$ cat src/rtl/stack_mode_ctrl.sv
module stack_mode_ctrl #(
  parameter int DW    = 32,
  parameter int CNT_W = 4,
  parameter int EXC_W = 6
) (
  input  logic             clk,
  input  logic             rst_n,
  input  logic             exc_enter,
  input  logic [EXC_W-1:0] exc_num,
  input  logic             exc_return,
  input  logic             sreg_we,
  input  logic [1:0]       sreg_sel,
  input  logic [DW-1:0]    sreg_wdata,
  output logic [DW-1:0]    sreg_rdata,
  input  logic             irq_disable,
  input  logic             irq_enable,
  input  logic             stk_push,
  input  logic             stk_pop,
  input  logic [CNT_W-1:0] stk_count,
  output logic [DW-1:0]    sp_active,
  output logic             privileged,
  output logic             irq_masked,
  output logic             handler_mode,
  output logic [EXC_W-1:0] exc_id
);
  localparam logic [1:0] SEL_MAIN = 2'd0;
  localparam logic [1:0] SEL_PROC = 2'd1;
  localparam logic [1:0] SEL_CTRL = 2'd2;
  localparam logic [1:0] SEL_MASK = 2'd3;
  localparam int PADW = DW - CNT_W - 2;

  logic [DW-1:0]    main_sp, proc_sp;
  logic [1:0]       ctrl;
  logic             mask_bit, in_handler;
  logic [EXC_W-1:0] exc_q;

  wire use_proc = !in_handler && ctrl[1];
  wire priv     = in_handler || !ctrl[0];
  wire adjust   = stk_push || stk_pop;
  wire [DW-1:0] cur_sp  = use_proc ? proc_sp : main_sp;
  wire [DW-1:0] delta   = {{PADW{1'b0}}, stk_count, 2'b00};
  wire [DW-1:0] adj_sp  = stk_push ? cur_sp - delta : cur_sp + delta;
  wire [DW-1:0] wr_sp   = {sreg_wdata[DW-1:2], 2'b00};
  wire wr_main = sreg_we && sreg_sel == SEL_MAIN;
  wire wr_proc = sreg_we && sreg_sel == SEL_PROC;
  wire wr_ctrl = sreg_we && sreg_sel == SEL_CTRL;
  wire wr_mask = sreg_we && sreg_sel == SEL_MASK;

  always_ff @(posedge clk or negedge rst_n) begin
    if (!rst_n) begin
      main_sp <= '0;
      proc_sp <= '0;
    end else begin
      if (wr_main)                  main_sp <= wr_sp;
      else if (adjust && !use_proc) main_sp <= adj_sp;
      if (wr_proc)                  proc_sp <= wr_sp;
      else if (adjust && use_proc)  proc_sp <= adj_sp;
    end
  end

  always_ff @(posedge clk or negedge rst_n) begin
    if (!rst_n) begin
      ctrl       <= 2'b00;
      mask_bit   <= 1'b0;
      in_handler <= 1'b0;
      exc_q      <= '0;
    end else begin
      if (wr_ctrl && priv) ctrl <= sreg_wdata[1:0];
      if (wr_mask)          mask_bit <= sreg_wdata[0];
      else if (irq_disable) mask_bit <= 1'b1;
      else if (irq_enable)  mask_bit <= 1'b0;
      if (exc_enter) begin
        in_handler <= 1'b1;
        exc_q      <= exc_num;
      end else if (exc_return) begin
        in_handler <= 1'b0;
        exc_q      <= '0;
      end
    end
  end

  always_comb begin
    case (sreg_sel)
      SEL_MAIN: sreg_rdata = main_sp;
      SEL_PROC: sreg_rdata = proc_sp;
      SEL_CTRL: sreg_rdata = {{(DW-2){1'b0}}, ctrl};
      default:  sreg_rdata = {{(DW-1){1'b0}}, mask_bit};
    endcase
  end

  assign sp_active    = cur_sp;
  assign privileged   = priv;
  assign irq_masked   = mask_bit;
  assign handler_mode = in_handler;
  assign exc_id       = exc_q;

  // handler mode always runs on the main pointer
  a_r2_handler_main: assert property (@(posedge clk) disable iff (!rst_n)
    handler_mode |-> sp_active == main_sp);


  a_r4_unpriv_ctrl_hold: assert property (@(posedge clk) disable iff (!rst_n)
    (sreg_we && sreg_sel == SEL_CTRL && !privileged) |=> $stable(ctrl));


  a_r4_handler_priv: assert property (@(posedge clk) disable iff (!rst_n)
    handler_mode |-> privileged);


  a_r5_disable_sets: assert property (@(posedge clk) disable iff (!rst_n)
    (irq_disable && !(sreg_we && sreg_sel == SEL_MASK)) |=> irq_masked);


  a_r6_enter: assert property (@(posedge clk) disable iff (!rst_n)
    exc_enter |=> handler_mode && exc_id == $past(exc_num));


  a_r6_return: assert property (@(posedge clk) disable iff (!rst_n)
    (exc_return && !exc_enter) |=> !handler_mode && exc_id == '0);


  a_r7_push: assert property (@(posedge clk) disable iff (!rst_n)
    (stk_push && !sreg_we && !exc_enter && !exc_return)
      |=> sp_active == $past(sp_active) - {{PADW{1'b0}}, $past(stk_count), 2'b00});


  a_r8_aligned: assert property (@(posedge clk) disable iff (!rst_n)
    main_sp[1:0] == 2'b00 && proc_sp[1:0] == 2'b00);
endmodule

$ cat config.mk
export PLATFORM = sky130hd
export DESIGN_NAME = stack_mode_ctrl
export DESIGN_NICKNAME = d
export VERILOG_FILES = /design/src/rtl/stack_mode_ctrl.sv
export SDC_FILE = /design/constraint.sdc
export NUM_CORES = 1
export LEC_CHECK = 0
export ABC_AREA = 1
export BUFFER_PORTS_ARGS = -buffer_cell sky130_fd_sc_hd__buf_4
export CORE_MARGIN = 1
export CORE_UTILIZATION = 35
export DETAILED_ROUTE_END_ITERATION = 16
export GPL_TIMING_DRIVEN = 0
export PLACE_DENSITY = 0.65
export SLEW_MARGIN = 15
export SYNTH_ARGS = -nofsm -noshare
export SYNTH_HDL_FRONTEND = slang
export SYNTH_SLANG_ARGS = --single-unit
$ cat constraint.sdc
create_clock -name clk -period 8.17 [get_ports clk]
set_input_delay 1.2255 -clock clk [delete_from_list [all_inputs] [get_ports clk]]
set_output_delay 1.2255 -clock clk [all_outputs]
set_load 0.1 [all_outputs]
# Word-level counts from Yosys, hierarchy flattened
# Cells that the tools add are included.
# Widths: inputs -> output; s select.
[word_totals]
ramBits = 0
latchBits = 0
elab_cells = 43
output_inout_bits = 73
reg_bits = 74
inputBits = 53
rom_bits = 0
n_memories = 0
[classes]
n_div = 0
multipliers = 0
n_bitwise = 0
reduce_logical = 18
n_lt_le_gt_ge = 0
n_eq_ne = 3
n_shift = 0
n_mux = 14
n_addsub = 2
[ops]
columns = ["cell", "n"]
rows = [
  ["$mux 32", 6],
  ["$pmux 32 s3", 1],
  ["$add 32x6->32", 1],
  ["$sub 32x6->32", 1],
  ["$mux 6", 2],
  ["$logic_and 1x1->1", 8],
  ["$reduce_bool 2->1", 3],
  ["$mux 1", 5],
  ["$eq 2x2->1 const B", 2],
  ["$logic_not 1->1", 3],
  ["$reduce_bool 3->1", 1],
  ["$eq 2x1->1 const B", 1],
  ["$logic_not 2->1", 1],
  ["$logic_or 1x1->1", 2],
]

# Logic depth before layout (Yosys ltp)
[logic_depth]
ltp_word = 7
ltp_mapped = 18
ltp_nobuf = 17

# Worst setup path after synthesis
# Ideal clock, no wire load.
[synth_path]
path_type = "flip-flop to flip-flop"
start = "register in_handler (netlist: handler_mode)"
end = "register proc_sp[13]"
synth_period_minus_slack_ns = 5.249
path_buffers = 2
setup_slack_ns = 2.921
setup_ns = 0.124
required_ns = 8.046
arrival_ns = 5.125
path_stages_with_launch = 13
cell_sequence = "dfrtp_1 -> nor2_2 -> buf_2 -> clkbuf_1 -> o21ai_0 -> ha_1 -> nand3_1 -> nand3_1 -> nand3_1 -> nand3_1 -> or2_2 -> nand3_1 -> nand3_1"
[synth_between]
elab_chain_cells = 7
word_cells_on_any_way = 10
classes_between = "2 x add/sub; 4 x mux; 4 x reduce/logical"
[synth_rtl]
columns = ["item", "line_no", "source"]
rows = [
  ["start: declaration", "34", "logic mask_bit, in_handler;"],
  ["start signal: assignment", "65", "in_handler <= 1'b0;"],
  ["start signal: assignment", "73", "in_handler <= 1'b1;"],
  ["start signal: assignment", "76", "in_handler <= 1'b0;"],
  ["$logic_not 1->1 *", "37", "wire use_proc = !in_handler && ctrl[1];"],
  ["$logic_and 1x1->1 *", "37", ""],
  ["$mux 32 *", "40", "wire [DW-1:0] cur_sp = use_proc ? proc_sp : main_sp;"],
  ["via sp_active[3]", "20", "output logic [DW-1:0] sp_active,"],
  ["$add 32x6->32 or $sub 32x6->32 (tied branches)", "42", "wire [DW-1:0] adj_sp = stk_push ? cur_sp - delta : cur_sp + delta;"],
  ["$mux 32 *", "42", ""],
  ["$mux 32 *", "57", "else if (adjust && use_proc) proc_sp <= adj_sp;"],
  ["$mux 32 *", "56", "if (wr_proc) proc_sp <= wr_sp;"],
  ["end signal: assignment", "56", ""],
  ["end signal: assignment", "57", ""],
  ["end: declaration", "32", "logic [DW-1:0] main_sp, proc_sp;"],
]
# Mark *: on every way through the listed nets, which the timed path passes. The rest lies on a longest branch. The select of a mux whose other input is x is not followed.
# A chain may end at the register's enable or synchronous reset.

# Worst setup path in the final report
[layout_path]
start = "input sreg_sel[1]"
end = "output sreg_rdata[20]"
[layout_between]
elab_chain_cells = 2
word_cells_on_any_way = 4
classes_between = "2 x eq/ne; 1 x mux; 1 x reduce/logical"
[layout_rtl]
columns = ["item", "line_no", "source"]
rows = [
  ["start: declaration", "12", "input logic [1:0] sreg_sel,"],
  ["$eq 2x2->1, or another cell as far along", "83", "case (sreg_sel)"],
  ["$pmux 32 s3 *", "83", ""],
  ["end: declaration", "14", "output logic [DW-1:0] sreg_rdata,"],
]
# Mark *: on every way between the ends. The rest lies on a longest branch, timed or not.

==> results.py <==
metrics = {
    "worst_setup_path": {
        "cp.required_ns": 6.94,
        "worstPathArrival_ns": 2.88,
        "worstReg2RegEnd": "main_sp[30]",
        "ff2ff_setup_slack_ns": 4.39,
        "critical_path.endpoint_type": "output port",
        "slowest_stage": "o21ai_0",
        "crit_end": "sreg_rdata[20]",
        "startpoint_type": "input pin",
        "crit_fanout": 10,
        "cpPeakStageDelay_ns": 0.40,
        "cp_cell_sequence": "buf_4, nor2_4, inv_2, clkbuf_1, o21ai_0, buf_4",
        "critPathKind": "input pin to output port",
        "crit_start": "sreg_sel[1]",
        "rr_startpoint": "handler_mode",
        "cp_common_cell": "buf_4",
        "ff2ff_path_depth": 13,
    },
    "cells_and_area": {
        "syn2layout_area_growth_pct": 23.67,
        "fill_cells": 1960,
        "post_route_cells_drive_above_1_share_pct": 15.80,
        "fin_area_mm2": 0.007896,
        "nNetsFinal": 1234,
        "n_antenna_cell": 0,
        "final_cells": 1381,
    },
    "global_route": {
        "track_usage_pct": 24.77,
        "grt_pass1_vias": 6608,
        "overflow": 0,
        "antenna_found_initial": 0,
        "grt_pass1_wl_mm": 34.85,
        "grt_max_degree": 75,
    },
    "route": {
        "vias_per_cell": 5.042,
        "wl_mm": 22.22,
        "drt_pre_antenna_iters": 5,
        "wl_per_cell_um": 16.09,
        "drt_first_iter_violations": 465,
        "drcViolationCount": 0,
        "drtAntennaViolNets": 0,
        "via_count": 6963,
    },
    "floorplanning": {
        "io_pins": 126,
        "placementRows": 49,
        "die_x_um": 137.1,
        "die_h_um": 137.1,
        "core_area_mm2": 0.01790,
        "die-area_mm2": 0.01879,
        "start_util_pct": 35.67,
    },
    "clock_network": {
        "numCtsBuffers": 9,
        "holdBufCountCts": 0,
        "cts_resized": 0,
        "htreeDepth": 3,
        "cts_tree": "yes",
        "cts_setup_buffers": 0,
        "cts-root-buf": "clkbuf_16",
        "clock-sinks": 74,
        "clockBufferDepth": 2,
        "insertion_delay_ns": 0.35,
        "clk_pin_slew_ns": 0.07,
    },
    "synthesis": {
        "synth_top_area_share_pct": 29.00,
        "synth_common_cells": "327 x nand2_1, 212 x inv_1, 83 x nand3_1",
        "synth.area.top_cells": "dfrtp_1 29%, nand2_1 19%, inv_1 12%",
        "synth_async_sr_flop_share_pct": 100.0,
        "synth_area_mm2": 0.006385,
        "synth-compound-area-share_pct": 15.58,
        "synth-edff-count": 0,
        "avgSynthCellArea_um2": 6.309,
        "synthSimpleGateAreaFrac_pct": 31.39,
        "synthCells": 1012,
        "syn-num-nets": 1099,
        "synthAdderAreaFrac_pct": 6.780,
        "yosysMostFrequentCell": "nand2_1",
        "ys_seq_elements": 74,
        "synth_top_family_by_area": "simple AND/OR/NAND/NOR gates",
        "synth-xor-area-share_pct": 1.783,
        "ys_seq_area_share_pct": 29.00,
        "ys.flop_type": "dfrtp_1",
        "synth_cell_type_count": 37,
        "synth.area.mux_share_pct": 0.1568,
        "synth_largest_area_cell": "dfrtp_1",
        "synth_warnings": 0,
    },
    "status": {
        "status": "finished clean",
    },
    "sta": {
        "hold_viol": 0,
        "fin_skew_ns": 0.01061,
        "fmax_mhz": 243.7,
        "fin_crit_ns": 4.103,
        "setup_viol": 0,
        "fin_hold_ws_ns": 0.4909,
        "slew_violations": 0,
        "slew_headroom_pct": 33.34,
        "fin_crit_sh_pct": 50.22,
        "rsz0062_at_grt": "no",
        "max_slew.worst_pin.slew_ns": 0.9999,
        "finalSetupTns_ns": 0,
    },
    "power_and_ir_drop": {
        "p_leak_nw": 4.464,
        "irDropWorstVdd_v": 0.0002666,
        "power_mw": 3.402,
        "power_density_mw_per_mm2": 430.9,
    },
    "worst_hold_path": {
        "min_from": "main_sp[7]",
        "hold_class": "flop to flop",
    },
    "placed_design": {
        "portBuffers": 123,
        "dp_hpwl_mm": 17.49,
        "place_area_mm2": 0.007610,
        "dp.cells": 1365,
        "place_congestion": 0.9624,
    },
    "flow_run": {
        "cap_violations": 0,
    },
}
cells by family after synthesis:
group / Yosys count
buffers and inverters: 246
DFF: 74
and+or+nand+nor: 478
muxes: 1
xor gates and xnor gates: 13
AOI/OAI and AO/OA: 166
adders and majority gates: 34
worst min-delay path by stage:
stage | endpoint | slack [ns] | cells past startpoint
floorplan | proc_sp[0] | 0.46 | 2
global placement | proc_sp[5] | 0.48 | 2
detailed placement | proc_sp[5] | 0.48 | 2
CTS | proc_sp[5] | 0.49 | 2
global route | main_sp[7] | 0.51 | 2
finish | main_sp[7] | 0.49 | 2
layout make-up:
cell class / instances / area, um2 / area share, %
Timing Repair Buffer: 124 / 934.6 / 11.84
Tap cell: 229 / 286.5 / 3.629
Buffer: 25 / 142.6 / 1.806
Clock buffer: 9 / 225.2 / 2.852
Inverter: 221 / 834.6 / 10.57
Clock inverter: 7 / 61.31 / 0.7764
Multi-Input combinational cell: 692 / 3560 / 45.08
Sequential cell: 74 / 1852 / 23.45
per-stage QoR:
stage / worst slack (ns) / util (%)
after global routing: 3.896 / 44.11
after floorplan: 2.921 / -
after CTS: 4.135 / 44.11
after detailed placement: 4.147 / 42.51
final: 4.067 / 44.11
after global placement: 3.559 / 42.42
layer usage:
metal	wire (um)	up-vias	global-route usage, %	part of all wire [%]
li1	-	3483	-	-
met2	10050	248	38.95	45
met4	411	0	9.035	1.8
met3	1472	24	3.593	6.6
met5	0	-	0	0
met1	10290	3208	34.27	46
placed cells by master, fill, tap and decap left out, drive strengths merged, types with 2 or more instances in the layout:
cell type	netlist	final
nand2	331	331
inv	221	224
buf	19	143
nand3	83	83
dfrtp	74	74
o21ai	57	57
o22ai	50	50
nor2	49	49
ha	33	33
a21oi	27	27
clkbuf	6	15
o21bai	11	11
o221ai	10	10
xnor2	9	9
or2	6	6
o211ai	5	5
nand4	4	4
xor2	4	4
a21o	3	3
nand3b	3	3
clkinvlp	0	2
clkinv	0	2
worst max-delay path: cells and delay by family:
| kind | cells | cell delay (ns) |
|---|---|---|
| buffers and inverters | 4 | 0.96 |
| AND/OR/NAND/NOR | 1 | 0.28 |
| AO/OA/AOI/OAI | 1 | 0.40 |
power by group:
part,internal [mW],leakage (nW),switching [mW]
Clock,0.211,0.135,0.187
Combinational,0.610,3.42,1.81
Sequential,0.514,0.907,0.0720
Total,1.33,4.46,2.07
sequential cells by signal (all words and copies together) (netlist names):
register      cells
main_sp          32
proc_sp          32
exc_id            6
ctrl              2
handler_mode      1
irq_masked        1
Note: power is estimated with default switching activity, not from simulation.
